**config.mk**
```make
export PLATFORM = sky130hd
export DESIGN_NAME = sio_config_port
export DESIGN_NICKNAME = d
export VERILOG_FILES = /design/src/rtl/sio_cfg_pkg.sv /design/src/rtl/sio_key_seq.sv /design/src/rtl/sio_global_regs.sv /design/src/rtl/sio_ld_bank.sv /design/src/rtl/sio_config_port.sv
export SDC_FILE = /design/constraint.sdc
export NUM_CORES = 1
export LEC_CHECK = 0
export ABC_AREA = 1
export BUFFER_PORTS_ARGS = -buffer_cell sky130_fd_sc_hd__buf_4
export CAP_MARGIN = 20
export CORE_UTILIZATION = 60
export DETAILED_ROUTE_END_ITERATION = 8
export GPL_TIMING_DRIVEN = 0
export PLACE_DENSITY_LB_ADDON = 0.1
export SLEW_MARGIN = 20
export SYNTH_ARGS = -nofsm -noshare
export SYNTH_HDL_FRONTEND = slang
export SYNTH_SLANG_ARGS = --single-unit
```
**constraint.sdc**
```tcl
create_clock -name clk -period 5.7 [get_ports clk]
set_clock_uncertainty 0.15 [all_clocks]
set_input_delay 0.57 -clock clk [delete_from_list [all_inputs] [get_ports clk]]
set_output_delay 0.57 -clock clk [all_outputs]
set_load 0.005 [all_outputs]
```
**src/rtl/sio_cfg_pkg.sv**
```systemverilog
package sio_cfg_pkg;

  localparam logic [7:0] KEY_OPEN  = 8'h87;
  localparam logic [7:0] KEY_CLOSE = 8'hAA;
  localparam logic [7:0] IDX_LDN   = 8'h07;
  localparam logic [7:0] IDX_ENA   = 8'h30;
  localparam logic [7:0] IDX_BHI   = 8'h60;
  localparam logic [7:0] IDX_BLO   = 8'h61;
  localparam logic [7:0] BYTE_NONE = 8'hFF;

  typedef enum logic [2:0] {
    RC_NONE,
    RC_LDN,
    RC_GLOBAL,
    RC_ENABLE,
    RC_BASE_HI,
    RC_BASE_LO,
    RC_EXT
  } reg_class_e;

  // Sort an index into the register class it addresses.
  function automatic reg_class_e classify(input logic [7:0] idx,
                                          input logic [7:0] ext_base);
    reg_class_e c;
    if (idx == IDX_LDN)                           c = RC_LDN;
    else if (idx >= 8'h20 && idx <= 8'h2F)        c = RC_GLOBAL;
    else if (idx == IDX_ENA)                      c = RC_ENABLE;
    else if (idx == IDX_BHI)                      c = RC_BASE_HI;
    else if (idx == IDX_BLO)                      c = RC_BASE_LO;
    else if (idx >= ext_base)                     c = RC_EXT;
    else                                          c = RC_NONE;
    return c;
  endfunction

  // Identity byte for a global index; unlisted globals read as 0xFF.
  function automatic logic [7:0] ident_byte(input logic [7:0]  idx,
                                            input logic [15:0] chip,
                                            input logic [7:0]  rev,
                                            input logic [15:0] mfg);
    logic [7:0] b;
    case (idx)
      8'h20:   b = chip[15:8];
      8'h21:   b = chip[7:0];
      8'h22:   b = rev;
      8'h23:   b = mfg[15:8];
      8'h24:   b = mfg[7:0];
      default: b = BYTE_NONE;
    endcase
    return b;
  endfunction

endpackage

```
**src/rtl/sio_key_seq.sv**
```systemverilog
module sio_key_seq
  import sio_cfg_pkg::*;
(
  input  logic       clk,
  input  logic       rst_n,
  input  logic       idx_wr,
  input  logic [7:0] wdata,
  output logic       cfg_mode,
  output logic       key_armed
);

  logic mode_q, armed_q;

  always_ff @(posedge clk or negedge rst_n) begin
    if (!rst_n) begin
      mode_q  <= 1'b0;
      armed_q <= 1'b0;
    end else if (idx_wr) begin
      if (mode_q) begin
        if (wdata == KEY_CLOSE) mode_q <= 1'b0;
        armed_q <= 1'b0;
      end else if (wdata == KEY_OPEN) begin
        if (armed_q) begin
          mode_q  <= 1'b1;
          armed_q <= 1'b0;
        end else begin
          armed_q <= 1'b1;
        end
      end else begin
        armed_q <= 1'b0;
      end
    end
  end

  assign cfg_mode  = mode_q;
  assign key_armed = armed_q;

endmodule

```
**src/rtl/sio_global_regs.sv**
```systemverilog
module sio_global_regs
  import sio_cfg_pkg::*;
#(
  parameter logic [15:0] CHIP_ID  = 16'h0A51,
  parameter logic [7:0]  REVISION = 8'h02,
  parameter logic [15:0] MFG_ID   = 16'h1934
) (
  input  logic [7:0] idx,
  output logic [7:0] rd_byte
);

  always_comb rd_byte = ident_byte(idx, CHIP_ID, REVISION, MFG_ID);

endmodule

```
**src/rtl/sio_ld_bank.sv**
```systemverilog
module sio_ld_bank #(
  parameter int NUM_LDN = 8,
  localparam int LDN_W  = (NUM_LDN > 1) ? $clog2(NUM_LDN) : 1
) (
  input  logic               clk,
  input  logic               rst_n,
  input  logic               sel_valid,
  input  logic [LDN_W-1:0]   sel,
  input  logic               en_wr,
  input  logic               hi_wr,
  input  logic               lo_wr,
  input  logic [7:0]         wdata,
  output logic               en_rd,
  output logic [15:0]        base_rd,
  output logic [NUM_LDN-1:0] en_vec
);

  logic [15:0] base_q [NUM_LDN];
  logic [NUM_LDN-1:0] en_q;

  for (genvar g = 0; g < NUM_LDN; g++) begin : g_dev
    logic hit;
    assign hit = sel_valid && (sel == LDN_W'(g));
    always_ff @(posedge clk or negedge rst_n) begin
      if (!rst_n) begin
        en_q[g]   <= 1'b0;
        base_q[g] <= 16'h0000;
      end else if (hit) begin
        if (en_wr) en_q[g]         <= wdata[0];
        if (hi_wr) base_q[g][15:8] <= wdata;
        if (lo_wr) base_q[g][7:0]  <= wdata;
      end
    end
  end

  always_comb begin
    en_rd   = 1'b0;
    base_rd = 16'h0000;
    for (int k = 0; k < NUM_LDN; k++) begin
      if (sel_valid && sel == LDN_W'(k)) begin
        en_rd   = en_q[k];
        base_rd = base_q[k];
      end
    end
  end

  assign en_vec = en_q;

endmodule

```
**src/rtl/sio_config_port.sv**
```systemverilog
module sio_config_port
  import sio_cfg_pkg::*;
#(
  parameter int          NUM_LDN  = 8,
  parameter logic [7:0]  EXT_BASE = 8'h70,
  parameter logic [15:0] CHIP_ID  = 16'h0A51,
  parameter logic [7:0]  REVISION = 8'h02,
  parameter logic [15:0] MFG_ID   = 16'h1934
) (
  input  logic               clk,
  input  logic               rst_n,
  input  logic               host_wr,
  input  logic               host_rd,
  input  logic               host_port,
  input  logic [7:0]         host_wdata,
  output logic [7:0]         host_rdata,
  output logic               cfg_mode,
  output logic [7:0]         ldn,
  output logic [NUM_LDN-1:0] ldn_enable,
  output logic               ext_wr,
  output logic               ext_rd,
  output logic [7:0]         ext_idx,
  output logic [7:0]         ext_wdata,
  input  logic [7:0]         ext_rdata
);

  localparam int         LDN_W     = (NUM_LDN > 1) ? $clog2(NUM_LDN) : 1;
  localparam logic [8:0] LDN_LIMIT = 9'(NUM_LDN);

  // Named internal events
  logic       idx_wr, data_wr, data_rd, key_armed, ldn_valid;
  logic [7:0] idx_q, ldn_q, glob_byte, rd_next, rdata_q;
  logic       bank_en;
  logic [15:0] bank_base;
  reg_class_e cls;

  assign idx_wr  = host_wr && !host_port;
  assign data_wr = host_wr &&  host_port && cfg_mode;
  assign data_rd = host_rd &&  host_port && cfg_mode;

  sio_key_seq u_key (
    .clk       (clk),
    .rst_n     (rst_n),
    .idx_wr    (idx_wr),
    .wdata     (host_wdata),
    .cfg_mode  (cfg_mode),
    .key_armed (key_armed)
  );

  always_ff @(posedge clk or negedge rst_n) begin
    if (!rst_n)                                          idx_q <= 8'h00;
    else if (idx_wr && cfg_mode && host_wdata != KEY_CLOSE) idx_q <= host_wdata;
  end

  assign cls = classify(idx_q, EXT_BASE);

  always_ff @(posedge clk or negedge rst_n) begin
    if (!rst_n)                          ldn_q <= 8'h00;
    else if (data_wr && cls == RC_LDN)   ldn_q <= host_wdata;
  end

  assign ldn_valid = ({1'b0, ldn_q} < LDN_LIMIT);

  sio_global_regs #(
    .CHIP_ID  (CHIP_ID),
    .REVISION (REVISION),
    .MFG_ID   (MFG_ID)
  ) u_glob (
    .idx     (idx_q),
    .rd_byte (glob_byte)
  );

  sio_ld_bank #(.NUM_LDN(NUM_LDN)) u_bank (
    .clk       (clk),
    .rst_n     (rst_n),
    .sel_valid (ldn_valid),
    .sel       (ldn_q[LDN_W-1:0]),
    .en_wr     (data_wr && cls == RC_ENABLE),
    .hi_wr     (data_wr && cls == RC_BASE_HI),
    .lo_wr     (data_wr && cls == RC_BASE_LO),
    .wdata     (host_wdata),
    .en_rd     (bank_en),
    .base_rd   (bank_base),
    .en_vec    (ldn_enable)
  );

  assign ext_wr    = data_wr && cls == RC_EXT && ldn_valid;
  assign ext_rd    = data_rd && cls == RC_EXT && ldn_valid;
  assign ext_idx   = idx_q;
  assign ext_wdata = host_wdata;

  always_comb begin
    rd_next = BYTE_NONE;
    if (cfg_mode) begin
      if (!host_port) begin
        rd_next = idx_q;
      end else begin
        case (cls)
          RC_LDN:     rd_next = ldn_q;
          RC_GLOBAL:  rd_next = glob_byte;
          RC_ENABLE:  rd_next = ldn_valid ? {7'b0, bank_en} : BYTE_NONE;
          RC_BASE_HI: rd_next = ldn_valid ? bank_base[15:8] : BYTE_NONE;
          RC_BASE_LO: rd_next = ldn_valid ? bank_base[7:0]  : BYTE_NONE;
          RC_EXT:     rd_next = ldn_valid ? ext_rdata       : BYTE_NONE;
          default:    rd_next = BYTE_NONE;
        endcase
      end
    end
  end

  always_ff @(posedge clk or negedge rst_n) begin
    if (!rst_n)       rdata_q <= BYTE_NONE;
    else if (host_rd) rdata_q <= rd_next;
  end

  assign host_rdata = rdata_q;
  assign ldn        = ldn_q;

endmodule

```
==> results of run 1 <==
-- critical path: cells and delay by family (launching register included) --
| kind | cells | cell delay, ns |
|---|---|---|
| DFF | 1 | 0.41 |
| buffers and inverters | 3 | 0.66 |
| and+or+nand+nor | 5 | 0.76 |
-- final timing paths --
path | startpoint | end | slack, ns | cells past startpoint
worst max register to register | ldn[1] | host_rdata[6] | 2.94 | 11
worst min register to register | u_bank.base_q[63] | u_bank.base_q[63] | 0.34 | 2
worst max-delay path | ldn[7] | ext_rd | 2.71 | 8
max in group asynchronous | rst_n | u_bank.base_q[29] | 4.00 | 3
worst min-delay path | u_bank.base_q[63] | u_bank.base_q[63] | 0.34 | 2
min in group asynchronous | rst_n | u_bank.base_q[69] | 0.57 | 2
-- flip-flops by register name, summed over array words and instances, names as in the netlist --
signal	flops
u_key.cfg_mode	1
u_bank.en_vec	8
host_rdata	8
ext_idx	8
u_key.key_armed	1
u_bank.base_q	128
ldn	8
-- per-stage QoR --
step                      power, mW  setup slack, ns  hold WS [ns]  utilization (%)
final                          2.95             2.71         0.336             72.3
after global routing           3.05             2.59         0.352             72.3
after CTS                      2.94             2.75         0.338             72.3
after detailed placement       1.78             2.90         0.321             67.5
after global placement         1.77             2.93         0.312             67.2
after floorplan                1.56             3.63         0.124                -
-- kinds of logic (layout without fill, tap and decap cells) --
logic type,after synthesis,after routing
AOI/OAI and AO/OA,220,220
buffers and inverters,109,205
DFF,162,162
and+or+nand+nor,470,470
-- metal layers --
layer,up-vias,track usage [%],share of wire [%]
met3,77,10.4,9.9
met4,0,17.9,3.8
met1,3493,49.7,41
li1,3393,-,-
met5,-,0,0
met2,390,54.7,45
-- power breakdown --
| group | switching (mW) | internal [mW] | leakage [nW] | total [mW] |
|---|---|---|---|---|
| logic | 0.348 | 0.184 | 1.72 | 0.532 |
| clock network | 0.482 | 0.689 | 0.297 | 1.17 |
| registers | 0.0492 | 1.20 | 2.22 | 1.25 |
| total | 0.879 | 2.07 | 4.23 | 2.95 |
-- final cells by class --
cell class	instances	area, um2
repair buffers	64	510
multi-input cells	690	3210
plain buffers	60	409
fillers	984	3520
inverters	49	184
clock buffers	24	522
well taps	172	215
flip-flops and latches	162	4060
clock inverters	8	87.6
-- cell usage in the layout, fill, tap and decap left out, types with 16 or more instances in the layout --
cell	count
nor2_1	65
inv_1	45
nand2_1	272
buf_2	18
o21ai_0	154
clkbuf_16	17
buf_4	72
dfrtp_1	154
nand3_1	77
buf_6	16
a21oi_1	43
nand4_1	26
==> impl_metrics.tcl, run 1 <==
set metrics [dict create \
    synth_top_area_share_pct 49.0 \
    routed_wl_um 23100 \
    ys_ff_latch 162 \
    htreeDepth 4 \
    clk_latency_ns 0.44 \
    status "complete, no violations" \
    p_per_area_nw_per_um2 321 \
    setup_viol 0 \
    critPathLaunchType "flip-flop" \
    ys_types 34 \
    min_path_type "reg -> reg" \
    placed_cell_area_um2 8580 \
    hold_viol 0 \
    ys_top_cells_by_area "dfrtp_1 49%, nand2_1 13%, o21ai_0 9.8%" \
    drive_gt1_share_pct 16.1 \
    tns_ns 0 \
    cts_setup_buffers 0 \
    fp.dieH_um 117 \
    worstPathRequired_ns 4.98 \
    place_congestion 0.952 \
    antenna_found_initial 1 \
    rsz0062_at_grt "false" \
    grt_max_degree 84 \
    ir_worst_vdd_v 0.000215 \
    drc 0 \
    fin_area_um2 9200 \
    grt_pass1_vias 6897 \
    num_vias 7353 \
    synth_edf_count 0 \
    fmax_mhz 335 \
    yosysMostFrequentCell "nand2_1" \
    synth_top_family_by_area "simple AND/OR/NAND/NOR gates" \
    synth_xor_area_share_pct 0 \
    cts_tree "built" \
    ys_async_sr_fraction_pct 100 \
    drtIter0Drc 1030 \
    slowest_stage "dfrtp_1" \
    hold_buffers 1 \
    leakage_nw 4.23 \
    synthTopCellsByCount "272 x nand2_1, 154 x dfrtp_1, 154 x o21ai_0" \
    synth_mux_area_share_pct 0 \
    synth_cells 961 \
    clk_pin_slew_worst_paths_ns 0.07 \
    crit_arrival_ns 2.27 \
    avgViaCountPerCell 5.98 \
    antennaDiodeCount 0 \
    min_period_over_period_pct 52.4 \
    synth_top_area_cell "dfrtp_1" \
    yosysWarnings 0 \
    initial_utilization_pct 61.8 \
    slew_violations 0 \
    hpwl_um 16200 \
    num_rows 41 \
    dr.pass1.iters 5 \
    overflow 0 \
    cts-resized-gates 0 \
    dieArea_um2 13600 \
    crit_type "reg -> out" \
    cts_sinks 162 \
    worst_setup_path_end_kind "output pin" \
    synth_compound_area_share_pct 14.6 \
    fin_cells 1229 \
    io_buffers 62 \
    ant_nets 0 \
    syn2layout_area_growth_pct 17.0 \
    ios 64 \
    max_cap_viol_count 0 \
    fin_nets 1065 \
    cts_buffer_depth 2 \
    cpPeakStageDelay_ns 0.41 \
    synth_fp_nets 982 \
    synth_area_um2 7870 \
    synthFlopType "dfrtp_1" \
    maxSlewHeadroom_pct 45.2 \
    grt_pass1_wl_um 36600 \
    dp_cells 1196 \
    crit_path_cell_trace "nor2_1, nand2_1, nor2_1, buf_4, buf_2, nand2_1, nor2_1, buf_4" \
    core_um2 12700 \
    seq_area_frac_synth_pct 51.7 \
    grt_use_total_pct 36.8 \
    root_buffer "clkbuf_16" \
    synth_area_per_cell_um2 8.19 \
    cp_max_fo 10 \
    die_width_um 117 \
    wl_per_cell_um 18.8 \
    fin_crit_ns 2.99 \
    cts_buffers 17 \
    synth_fa_ha_area_share_pct 0 \
    crit_top_cell "nor2_1" \
    synth-simple-area-share_pct 26.3 \
    tightest_slew_ns 0.823 \
]
Note: power is estimated with default switching activity, not from simulation.
==> run 2, diff against run 1 <==
CORE_UTILIZATION = 54   (was 60)
clock period = 2.7 ns   (was 5.7 ns; I/O delays follow)
==> run 2 against run 1 <==
- clock power increased by 100%
- via count decreased by 0.88%
- core utilization decreased by 6.5 points
- total power increased by 110%
- non-clock buffer count increased by 3
- setup slack got worse by 2.6 ns
- first-iteration DRC count decreased by 21%
- worst hold slack got worse by 0.28 ns
- flip-flop and latch count unchanged
- sequential share of layout area decreased by 0.20 points
- sequential power increased by 110%
- final cell count increased by 0.90%
- critical endpoint is now host_rdata[6]
- highest routed layer unchanged
==> impl_metrics.tcl, run 2 (same netlist as run 1, synthesis figures left out) <==
set metrics [dict create \
    wl_per_cell_um 19.2 \
    multiInputGateArea_um2 3240 \
    drtIter0Drc 816 \
    worst_setup_path_end_kind "flip-flop" \
    min_period_over_period_pct 94.3 \
    ir_worst_vdd_v 0.000463 \
    min_path_type "in -> reg" \
    antenna_found_initial 0 \
    cpPeakStageDelay_ns 0.37 \
    grt_pass1_vias 6837 \
    dr.pass1.iters 5 \
    clk_latency_ns 0.43 \
    power_mw 6.11 \
    slew_violations 0 \
    place_congestion 0.923 \
    cts_sinks 162 \
    fmax_mhz 393 \
    num_vias 7288 \
    fp.dieH_um 123 \
    r2r_cells 13 \
    io_buffers 62 \
    num_rows 43 \
    largest_register_ffs 128 \
    ios 64 \
    initial_utilization_pct 56.0 \
    setup_viol 0 \
    fin_nets 1068 \
    hold_viol 0 \
    root_buffer "clkbuf_16" \
    final_common_cell "nand2_1" \
    overflow 0 \
    min_path_cells 3 \
    post-place-ws_ns 0.0586 \
    status "complete, no violations" \
    clk_pin_slew_worst_paths_ns 0.06 \
    slowest_stage "dfrtp_1" \
    cts_buffers 17 \
    cp_num_cells 13 \
    seqCellArea_um2 4060 \
    max_cap_viol_count 0 \
    crit_family "simple AND/OR/NAND/NOR gates" \
    crit_type "reg -> reg" \
    dieArea_um2 15100 \
    fin_crit_ns 2.55 \
    largest-register "u_bank.base_q" \
    grt_use_total_pct 33.3 \
    grt_max_degree 85 \
    drive_gt1_share_pct 16.3 \
    ant_nets 0 \
    cts_tree "built" \
    hpwl_um 16900 \
    avgViaCountPerCell 5.88 \
    worstPathRequired_ns 2.91 \
    maxSlewHeadroom_pct 37.7 \
    grt_pass1_wl_um 36900 \
    tns_ns 0 \
    p_per_area_nw_per_um2 661 \
    critPathLaunchType "flip-flop" \
    critPathBufInv 3 \
    die_width_um 123 \
    antennaDiodeCount 0 \
    htreeDepth 4 \
    cp_max_fo 10 \
    tightest_slew_ns 0.934 \
    rsz0062_at_grt "false" \
    leakage_nw 4.25 \
    syn2layout_area_growth_pct 17.5 \
    core_um2 14000 \
    cts_buffer_depth 2 \
    routed_wl_um 23800 \
    drc 0 \
    crit_arrival_ns 2.75 \
    crit_path_cell_trace "buf_2, inv_1, nand2_1, nor2_1, buf_2, nand3_1, nand3_1, o22ai_1, nand4_1, nand2_1, nand3_1, nand2_1, a21oi_1" \
    fillerInstances 1241 \
    layout_common_cells "272 x nand2_1, 154 x dfrtp_1, 153 x o21ai_0" \
    fin_ws_ns 0.155 \
]
[run 2: cell type report]
class,count,area share (%)
Timing Repair Buffer,67,6.04
Clock buffer,21,4.98
Multi-Input combinational cell,690,35.0
Tap cell,180,2.44
Buffer,60,4.45
Clock inverter,11,1.12
Sequential cell,162,44.0
Inverter,49,1.99
[run 2: worst paths after layout]
check	startpoint	end	slack (ns)
worst max-delay path	ldn[0]	host_rdata[6]	0.15
worst min-delay path	host_port	u_key.cfg_mode	0.05
worst max register to register	ldn[0]	host_rdata[6]	0.15
worst min register to register	u_bank.base_q[33]	u_bank.base_q[33]	0.34
max in group asynchronous	rst_n	u_bank.base_q[30]	1.31
min in group asynchronous	rst_n	u_bank.base_q[66]	0.29
[run 2: tightest hold or removal path, delay by kind of cell]
kind | cells | cell delay (ns)
AO/OA/AOI/OAI | 1 | 0.16
buffers and inverters | 1 | 0.09
AND/OR/NAND/NOR | 1 | 0.06
[run 2: power breakdown]
part / switching, mW / leakage (nW) / internal, mW
registers: 0.105 / 2.22 / 2.54
clock network: 1.02 / 0.280 / 1.33
logic: 0.734 / 1.74 / 0.393
[run 2: timing repair]
action / in CTS / in global routing
setup buffers: 0 / 3
hold endpoints to repair: 75 / 0
hold buffers: 1 / 0
gates resized for setup: 0 / 8
setup endpoints to repair: 0 / 56
[run 2: through the flow]
stage / std cells / hold slack (ns) / cell area (um2) / utilization [%]
after floorplan: 961 / -0.176 / 7870 / -
after global placement: 1203 / 0.310 / 8560 / 60.9
after detailed placement: 1204 / 0.164 / 8590 / 61.2
after CTS: 1237 / 0.0523 / 9170 / 65.3
after global routing: 1240 / 0.0811 / 9240 / 65.8
final: 1240 / 0.0548 / 9240 / 65.8
[run 2: layer usage]
metal,routed length (um),vias to the layer above,global-route usage (%),share of wire [%]
li1,-,3388,-,-
met1,10300,3547,45.4,43
met2,10900,308,51.4,46
met3,2000,45,8.22,8.4
met4,658,0,12.5,2.8
met5,0,-,0,0
